`src/rtl/irq_pkg.sv`:
```
package irq_pkg;
   // register byte offsets
   localparam int unsigned OFS_MASK    = 0;
   localparam int unsigned OFS_SET     = 4;
   localparam int unsigned OFS_CLR     = 8;
   localparam int unsigned OFS_LEVEL   = 12;
   localparam int unsigned OFS_WIN_BIT = 16;
   localparam int unsigned OFS_WIN_NUM = 20;

   // system line assignment
   localparam int unsigned LINE_TIMER = 0;
   localparam int unsigned LINE_KEYS  = 1;
   localparam int unsigned LINE_NET   = 2;

   typedef enum logic [2:0] {
      SEL_MASK, SEL_SET, SEL_CLR, SEL_LEVEL, SEL_WBIT, SEL_WNUM, SEL_NONE
   } reg_sel_e;

   function automatic reg_sel_e decode_ofs(input int unsigned ofs);
      case (ofs)
         OFS_MASK:    return SEL_MASK;
         OFS_SET:     return SEL_SET;
         OFS_CLR:     return SEL_CLR;
         OFS_LEVEL:   return SEL_LEVEL;
         OFS_WIN_BIT: return SEL_WBIT;
         OFS_WIN_NUM: return SEL_WNUM;
         default:     return SEL_NONE;
      endcase
   endfunction
endpackage

```
`src/rtl/irq_mask_reg.sv`:
```
module irq_mask_reg #(
   parameter int unsigned N = 32
) (
   input  logic         clk,
   input  logic         rst_n,
   input  logic         set_we,
   input  logic         clr_we,
   input  logic [N-1:0] wbits,
   output logic [N-1:0] mask_q
);
   // a one in mask_q masks the line; reset masks everything
   always_ff @(posedge clk or negedge rst_n) begin
      if (!rst_n)
         mask_q <= '1;
      else if (set_we)
         mask_q <= mask_q | wbits;
      else if (clr_we)
         mask_q <= mask_q & ~wbits;
   end
endmodule

```
`src/rtl/irq_prio_enc.sv`:
```
module irq_prio_enc #(
   parameter int unsigned N         = 32,
   parameter int unsigned ENC_STYLE = 0,   // 0: scan loop, 1: two's-complement isolate
   localparam int unsigned IDX_W    = (N > 1) ? $clog2(N) : 1
) (
   input  logic [N-1:0]     req,
   output logic [N-1:0]     win_bit,
   output logic [IDX_W-1:0] win_idx,
   output logic             win_any
);
   if (ENC_STYLE > 1) begin : g_bad_style
      $error("irq_prio_enc: ENC_STYLE must be 0 or 1");
   end

   if (ENC_STYLE == 0) begin : g_scan
      always_comb begin
         win_bit = '0;
         for (int i = N - 1; i >= 0; i--) begin
            if (req[i]) win_bit = N'(1) << i;
         end
      end
   end else begin : g_isolate
      // lowest set bit survives x & -x
      always_comb win_bit = req & (~req + N'(1));
   end

   always_comb begin
      win_idx = '0;
      for (int i = 0; i < N; i++) begin
         if (win_bit[i]) win_idx = win_idx | IDX_W'(i);
      end
   end

   assign win_any = |req;
endmodule

```
`src/rtl/irq_reg_rdmux.sv`:
```
module irq_reg_rdmux
   import irq_pkg::*;
#(
   parameter int unsigned N      = 32,
   parameter int unsigned DATA_W = 32,
   localparam int unsigned IDX_W = (N > 1) ? $clog2(N) : 1
) (
   input  reg_sel_e          sel,
   input  logic [N-1:0]      mask_q,
   input  logic [N-1:0]      lines,
   input  logic [N-1:0]      win_bit,
   input  logic [IDX_W-1:0]  win_idx,
   input  logic              win_any,
   output logic [DATA_W-1:0] rdata
);
   always_comb begin
      unique case (sel)
         SEL_MASK:  rdata = DATA_W'(mask_q);
         SEL_LEVEL: rdata = DATA_W'(lines);
         SEL_WBIT:  rdata = DATA_W'(win_bit);
         SEL_WNUM:  rdata = win_any ? DATA_W'(win_idx) : '1;
         default:   rdata = '0;
      endcase
   end
endmodule

```
`src/rtl/irq_prio_ctrl.sv`:
```
module irq_prio_ctrl
   import irq_pkg::*;
#(
   parameter int unsigned NUM_LINES = 32,
   parameter int unsigned DATA_W    = 32,
   parameter int unsigned ADDR_W    = 8,
   parameter int unsigned ENC_STYLE = 0,
   localparam int unsigned IDX_W    = (NUM_LINES > 1) ? $clog2(NUM_LINES) : 1
) (
   input  logic              clk,
   input  logic              rst_n,
   input  logic [NUM_LINES-1:0] irq_lines,
   input  logic              reg_wr,
   input  logic [ADDR_W-1:0] reg_addr,
   input  logic [DATA_W-1:0] reg_wdata,
   output logic [DATA_W-1:0] reg_rdata,
   output logic              irq_out
);
   if (NUM_LINES < 1 || NUM_LINES > DATA_W) begin : g_bad_lines
      $error("irq_prio_ctrl: NUM_LINES must be 1..DATA_W");
   end
   if (ADDR_W < 5 || ADDR_W > 32) begin : g_bad_addr
      $error("irq_prio_ctrl: ADDR_W must be 5..32");
   end

   reg_sel_e             sel;
   logic [NUM_LINES-1:0] mask_q;
   logic [NUM_LINES-1:0] pending;
   logic [NUM_LINES-1:0] win_bit;
   logic [IDX_W-1:0]     win_idx;
   logic                 win_any;

   assign sel = decode_ofs(32'(reg_addr));

   irq_mask_reg #(.N(NUM_LINES)) u_mask (
      .clk    (clk),
      .rst_n  (rst_n),
      .set_we (reg_wr && sel == SEL_SET),
      .clr_we (reg_wr && sel == SEL_CLR),
      .wbits  (reg_wdata[NUM_LINES-1:0]),
      .mask_q (mask_q)
   );

   assign pending = irq_lines & ~mask_q;

   irq_prio_enc #(.N(NUM_LINES), .ENC_STYLE(ENC_STYLE)) u_enc (
      .req     (pending),
      .win_bit (win_bit),
      .win_idx (win_idx),
      .win_any (win_any)
   );

   irq_reg_rdmux #(.N(NUM_LINES), .DATA_W(DATA_W)) u_rd (
      .sel     (sel),
      .mask_q  (mask_q),
      .lines   (irq_lines),
      .win_bit (win_bit),
      .win_idx (win_idx),
      .win_any (win_any),
      .rdata   (reg_rdata)
   );

   assign irq_out = win_any;
endmodule

```
`config.mk`:
```
export PLATFORM = sky130hd
export DESIGN_NAME = irq_prio_ctrl
export DESIGN_NICKNAME = d
export VERILOG_FILES = /design/src/rtl/irq_pkg.sv /design/src/rtl/irq_mask_reg.sv /design/src/rtl/irq_prio_enc.sv /design/src/rtl/irq_reg_rdmux.sv /design/src/rtl/irq_prio_ctrl.sv
export SDC_FILE = /design/constraint.sdc
export NUM_CORES = 1
export LEC_CHECK = 0
export BUFFER_PORTS_ARGS = -buffer_cell sky130_fd_sc_hd__buf_4
export CORE_MARGIN = 2
export CORE_UTILIZATION = 56
export CTS_CLUSTER_DIAMETER = 40
export DETAILED_ROUTE_END_ITERATION = 12
export PLACE_DENSITY = 0.95
export SLEW_MARGIN = 10
export SYNTH_ARGS = -nofsm -noshare
export SYNTH_HDL_FRONTEND = slang
export SYNTH_SLANG_ARGS = --single-unit
```
`constraint.sdc`:
```
create_clock -name clk -period 5.1 [get_ports clk]
set_input_delay 0.51 -clock clk [delete_from_list [all_inputs] [get_ports clk]]
set_output_delay 0.51 -clock clk [all_outputs]
set_load 0.01 [all_outputs]
```
# After elaboration in Yosys (flattened, before gate mapping)
# Index checks and enable logic that the tools add are counted.
totals:
  regBits: 32
  in_bits: 75
  output_inout_bits: 33
  wordCells: 91
op_classes:
  eq_ne: 10
  mux: 69
  bitwise: 5
  n_reduce_logical: 6
ops:
  columns: ["op", "count"]
  rows:
  - ["2-to-1 mux 32 bit", 36]
  - ["case mux 32 bit (4 select lines)", 1]
  - ["2-to-1 mux 5 bit", 16]
  - ["bitwise AND 32 bit", 2]
  - ["inverter 32 bit", 2]
  - ["2-to-1 mux 4 bit", 8]
  - ["bitwise OR 32 bit", 1]
  - ["OR reduction 32 bit", 1]
  - ["case mux 3 bit (6 select lines)", 1]
  - ["== test 8 x 4 -> 1 bit (second input constant)", 2]
  - ["== test 8 x 5 -> 1 bit (second input constant)", 2]
  - ["2-to-1 mux 3 bit", 4]
  - ["== test 8 x 3 -> 1 bit (second input constant)", 1]
  - ["logical NOT 8 bit", 1]
  - ["== test 3 x 2 -> 1 bit (second input constant)", 2]
  - ["== test 3 bit (second input constant)", 2]
  - ["2-to-1 mux 2 bit", 2]
  - ["== test 3 x 1 -> 1 bit (second input constant)", 1]
  - ["logical NOT 3 bit", 1]
  - ["logical AND 1 bit", 2]
  - ["nonzero test 2 bit", 1]
  - ["2-to-1 mux 1 bit", 1]

# Depth between registers and ports, before layout
logic_depth:
  depth_word: 67
  ltp_mapped: 9
  ltp_nobuf: 6

# By module
# From an unflattened synthesis, not the netlist that was laid out.
hier_totals:
  hier_cells: 386
  hier_area_um2: 3071.7
modules_own_cells:
  columns: ["mod", "instances", "cells_each", "area_each_um2", "seq_area_each_um2"]
  rows:
  - ["irq_mask_reg", 1, 102, 1290.0, 840.8]
  - ["irq_prio_enc", 1, 125, 755.7, 0.0]
  - ["irq_reg_rdmux", 1, 118, 755.7, 0.0]
  - ["irq_prio_ctrl", 1, 41, 270.3, 0.0]

# Worst setup path after synthesis
# Ideal clock, no wire load.
synth_path:
  kind: "input port to output port"
  startpoint: "input irq_lines[0]"
  endpoint: "output reg_rdata[30]"
  t_arrival_ns: 2.232
  required_ns: 4.590
  slack_ns: 2.358
  stages: 6
  n_path_buf: 0
  cell_sequence: "nor2b_1 or4_4 nor4_4 nand3_2 o41ai_1 a221o_1"
synth_between:
  elab_chain_len: 4
  elab_cells_between_ends: 5
  classes_between: "mux: 3; bitwise: 1; reduce/logical: 1"
synth_lines:
  columns: ["item", "line_no", "source"]
  rows:
  - ["start: declaration", "irq_prio_ctrl.sv:12", "input logic [NUM_LINES-1:0] irq_lines,"]
  - ["bitwise AND 32 bit (*)", "irq_prio_ctrl.sv:44", "assign pending = irq_lines & ~mask_q;"]
  - ["OR reduction 32 bit", "irq_prio_enc.sv:34", "assign win_any = |req;"]
  - ["2-to-1 mux 32 bit", "irq_reg_rdmux.sv:21", "SEL_WNUM: rdata = win_any ? DATA_W'(win_idx) : '1;"]
  - ["case mux 32 bit (4 select lines) (*)", "irq_reg_rdmux.sv:17", "unique case (sel)"]
  - ["end: declaration", "irq_prio_ctrl.sv:16", "output logic [DATA_W-1:0] reg_rdata,"]
# Every way passes the cells marked *; elsewhere a longest branch is shown, timed or not.

==> results.ini <==
[status]
status = finished clean

[drt]
via_per_inst = 6.49
drt-initial-drc-count = 247
drt-total-wl_mm = 10.2
dr.pass1.iters = 5
drc = 0
postRouteAntennaNets = 0
wl_per_cell_um = 19.7
vias = 3362

[cts]
cts-root-buf = clkbuf_8
cts_buffer_depth = 2
ctsResizeCount = 0
hold_buffers = 0
cts_sinks = 32
cts_buffers = 5
clk_latency_ns = 0.29
htree_levels = 2
post-cts-setup-buffers = 0
clk_pin_slew_worst_paths_ns = 0.07
cts_tree = yes

[sta]
worstMarginPinSlew_ns = 1.18
finalSetupViolCount = 0
fin_setup_tns_ns = 0
fin_crit_sh_pct = 76.0
finalCriticalPeriod_ns = 3.87
rsz0062_at_grt = no
clock_skew_ns = 0
hold_viol = 0
clock.fmax_mhz = 258
max-slew-margin-rel_pct = 21.3
drv_slew = 0
holdWs_ns = 0.469

[grt]
antenna_found_initial = 0
grt_pass1_wl_mm = 16.0
grt_pass1_vias = 3239
grt_max_degree = 33
grt_usage_pct = 32.0
grt_remaining_overflow = 0

[synthesis]
synthArstFlopShare_pct = 100
synth-edff-count = 0
synth_ff_type = dfstp_2
syn_inst = 348
synthesis.area_um2 = 3210
synth-seq-area-share_pct = 26.2
ys_ff_latch = 32
ys.warnings.count = 0
yosysUniqueCellTypes = 60
avgSynthCellArea_um2 = 9.23
syn-num-nets = 423

[placed_design]
routabilityCongestion = 0.956
portBuffers = 107
hpwl_mm = 7.52

[setup_path]
cp-start-kind = flop
worstPathArrival_ns = 3.36
cp_max_fo = 13
critPathCaptureType = primary output
crit_path_end = reg_rdata[12]
reg2reg_setup_slack_ns = 4.30
reg2reg_depth = 1
cp.required_ns = 4.59
crit_type = flop to primary output

[floorplan]
rows = 27
io_pins = 108
die_h_um = 79.7
dieWidth_um = 79.7
core_um2 = 5510
dieArea_um2 = 6350
start_util_pct = 58.3

[cells_and_area]
num_antenna_cells = 0
final_layout_size_suffix_gt1_share_pct = 50.7
fin_util_pct = 75.1
num-nets-final = 520
syn2layout_area_growth_pct = 28.8

[power_and_ir_drop]
cellLeakagePower_nw = 1.77
powerDensity_nw_per_um2 = 149
power_w = 0.000615
ir_worst_vdd_v = 0.000136

[hold_path]
hold_path_class = primary input to asynchronous set/reset pin

[run]
cap_violations = 0

==> cell usage after synthesis (4+ instances only) <==
library cell	number	area share (%)
a211oi_1	4	0.94
a221o_1	15	4.7
a22oi_1	12	2.8
and3_1	5	0.97
buf_1	4	0.47
buf_2	4	0.62
clkbuf_1	8	0.94
dfstp_2	32	26
mux2_4	30	14
nand2_1	21	2.5
nand2_2	30	5.8
nand2b_1	15	2.9
nand3_1	15	2.3
nand4_1	6	1.2
nor2_1	15	1.8
nor2b_1	26	5.1
nor3_1	5	0.78
o211ai_1	5	1.2
o21ai_0	7	1.1
o21ai_1	4	0.62
o31ai_1	10	2.3
o41ai_1	8	2.2
or3_1	4	0.78
or4_1	4	0.94
==> critical path, stage by stage (launching register included) <==
cell	delay, ns
dfstp_2	0.55
nand2b_1	0.20
nand3_1	0.27
a2111oi_0	0.71
nand4_1	0.79
o211ai_1	0.37
buf_4	0.17
==> routing by layer <==
layer  share of wire [%]  GRT usage [%]  up-vias  wire length (µm)
met4                 1.1           8.10        0               114
met3                 6.5           5.88       12               663
met2                  49           53.0      162              4950
li1                    -              -     1543                 -
met1                  44           43.0     1645              4460
met5                   0              0        -                 0
==> stage by stage <==
| stage | setup WS [ns] | area [µm²] | instances |
|---|---|---|---|
| after floorplan | 2.36 | 3210 | 348 |
| after global placement | 1.54 | 4030 | 510 |
| after detailed placement | 1.49 | 4030 | 510 |
| after CTS | 1.32 | 4140 | 518 |
| after global routing | 1.10 | 4140 | 518 |
| final | 1.23 | 4140 | 518 |
==> cell families (layout without fill, tap and decap cells) <==
family / Yosys count / count (layout) / share of synthesized area, %
flops: 32 / 32 / 26.2
xor+xnor: 1 / 1 / 0.273
buf+inv: 22 / 120 / 3.55
compound gates: 91 / 91 / 22.0
mux: 32 / 32 / 14.7
simple gates: 170 / 170 / 33.2
==> how the worst min path moves through the flow <==
stage,from,end,slack (ns),depth (start not counted)
final,rst_n,asynchronous set/reset pin,0.47,1
after global routing,rst_n,asynchronous set/reset pin,0.51,1
after CTS,rst_n,asynchronous set/reset pin,0.47,1
after detailed placement,flop,flop,0.62,1
after global placement,flop,flop,0.61,1
after floorplan,rst_n,asynchronous set/reset pin,0.36,0
==> area by class of cell <==
class | instances | area (µm²)
Sequential cell | 32 | 841
Clock inverter | 2 | 35.0
Multi-Input combinational cell | 294 | 2260
Clock buffer | 6 | 72.6
Fill cell | 406 | 1370
Tap cell | 72 | 90.1
Timing Repair Buffer | 110 | 826
Inverter | 2 | 7.51
==> placed cells by master (no fill, tap or decap), types with 2 or more instances in the layout <==
cell type,synthesis,routed
a211oi_1,4,4
a21o_1,3,3
a21oi_1,3,3
a221o_1,15,15
a22oi_1,12,12
a311oi_1,2,2
a31oi_1,3,3
and3_1,5,5
buf_4,1,110
clkbuf_8,0,5
dfstp_2,32,32
inv_1,2,2
mux2_1,2,2
mux2_4,30,30
nand2_1,21,21
nand2_2,30,30
nand2b_1,15,15
nand3_1,15,15
nand3_2,2,2
nand4_1,6,6
nor2_1,15,15
nor2b_1,26,26
nor3_1,5,5
nor4_1,2,2
nor4_2,3,2
nor4_4,3,4
nor4b_1,2,2
o211ai_1,5,5
o21ai_0,7,7
o21ai_1,4,4
o311ai_1,3,3
o31ai_1,10,10
o41ai_1,8,8
or2_2,3,3
or3_1,4,4
or4_1,4,4
or4_4,2,2
==> report_power, final <==
group	leakage [nW]	internal [W]	total, W	switching (W)
registers	0.330	0.000255	0.000255	0.000000102
logic	1.38	0.0000558	0.000115	0.0000588
clock network	0.0552	0.000145	0.000245	0.000100
(Power assumes the default switching activity.)
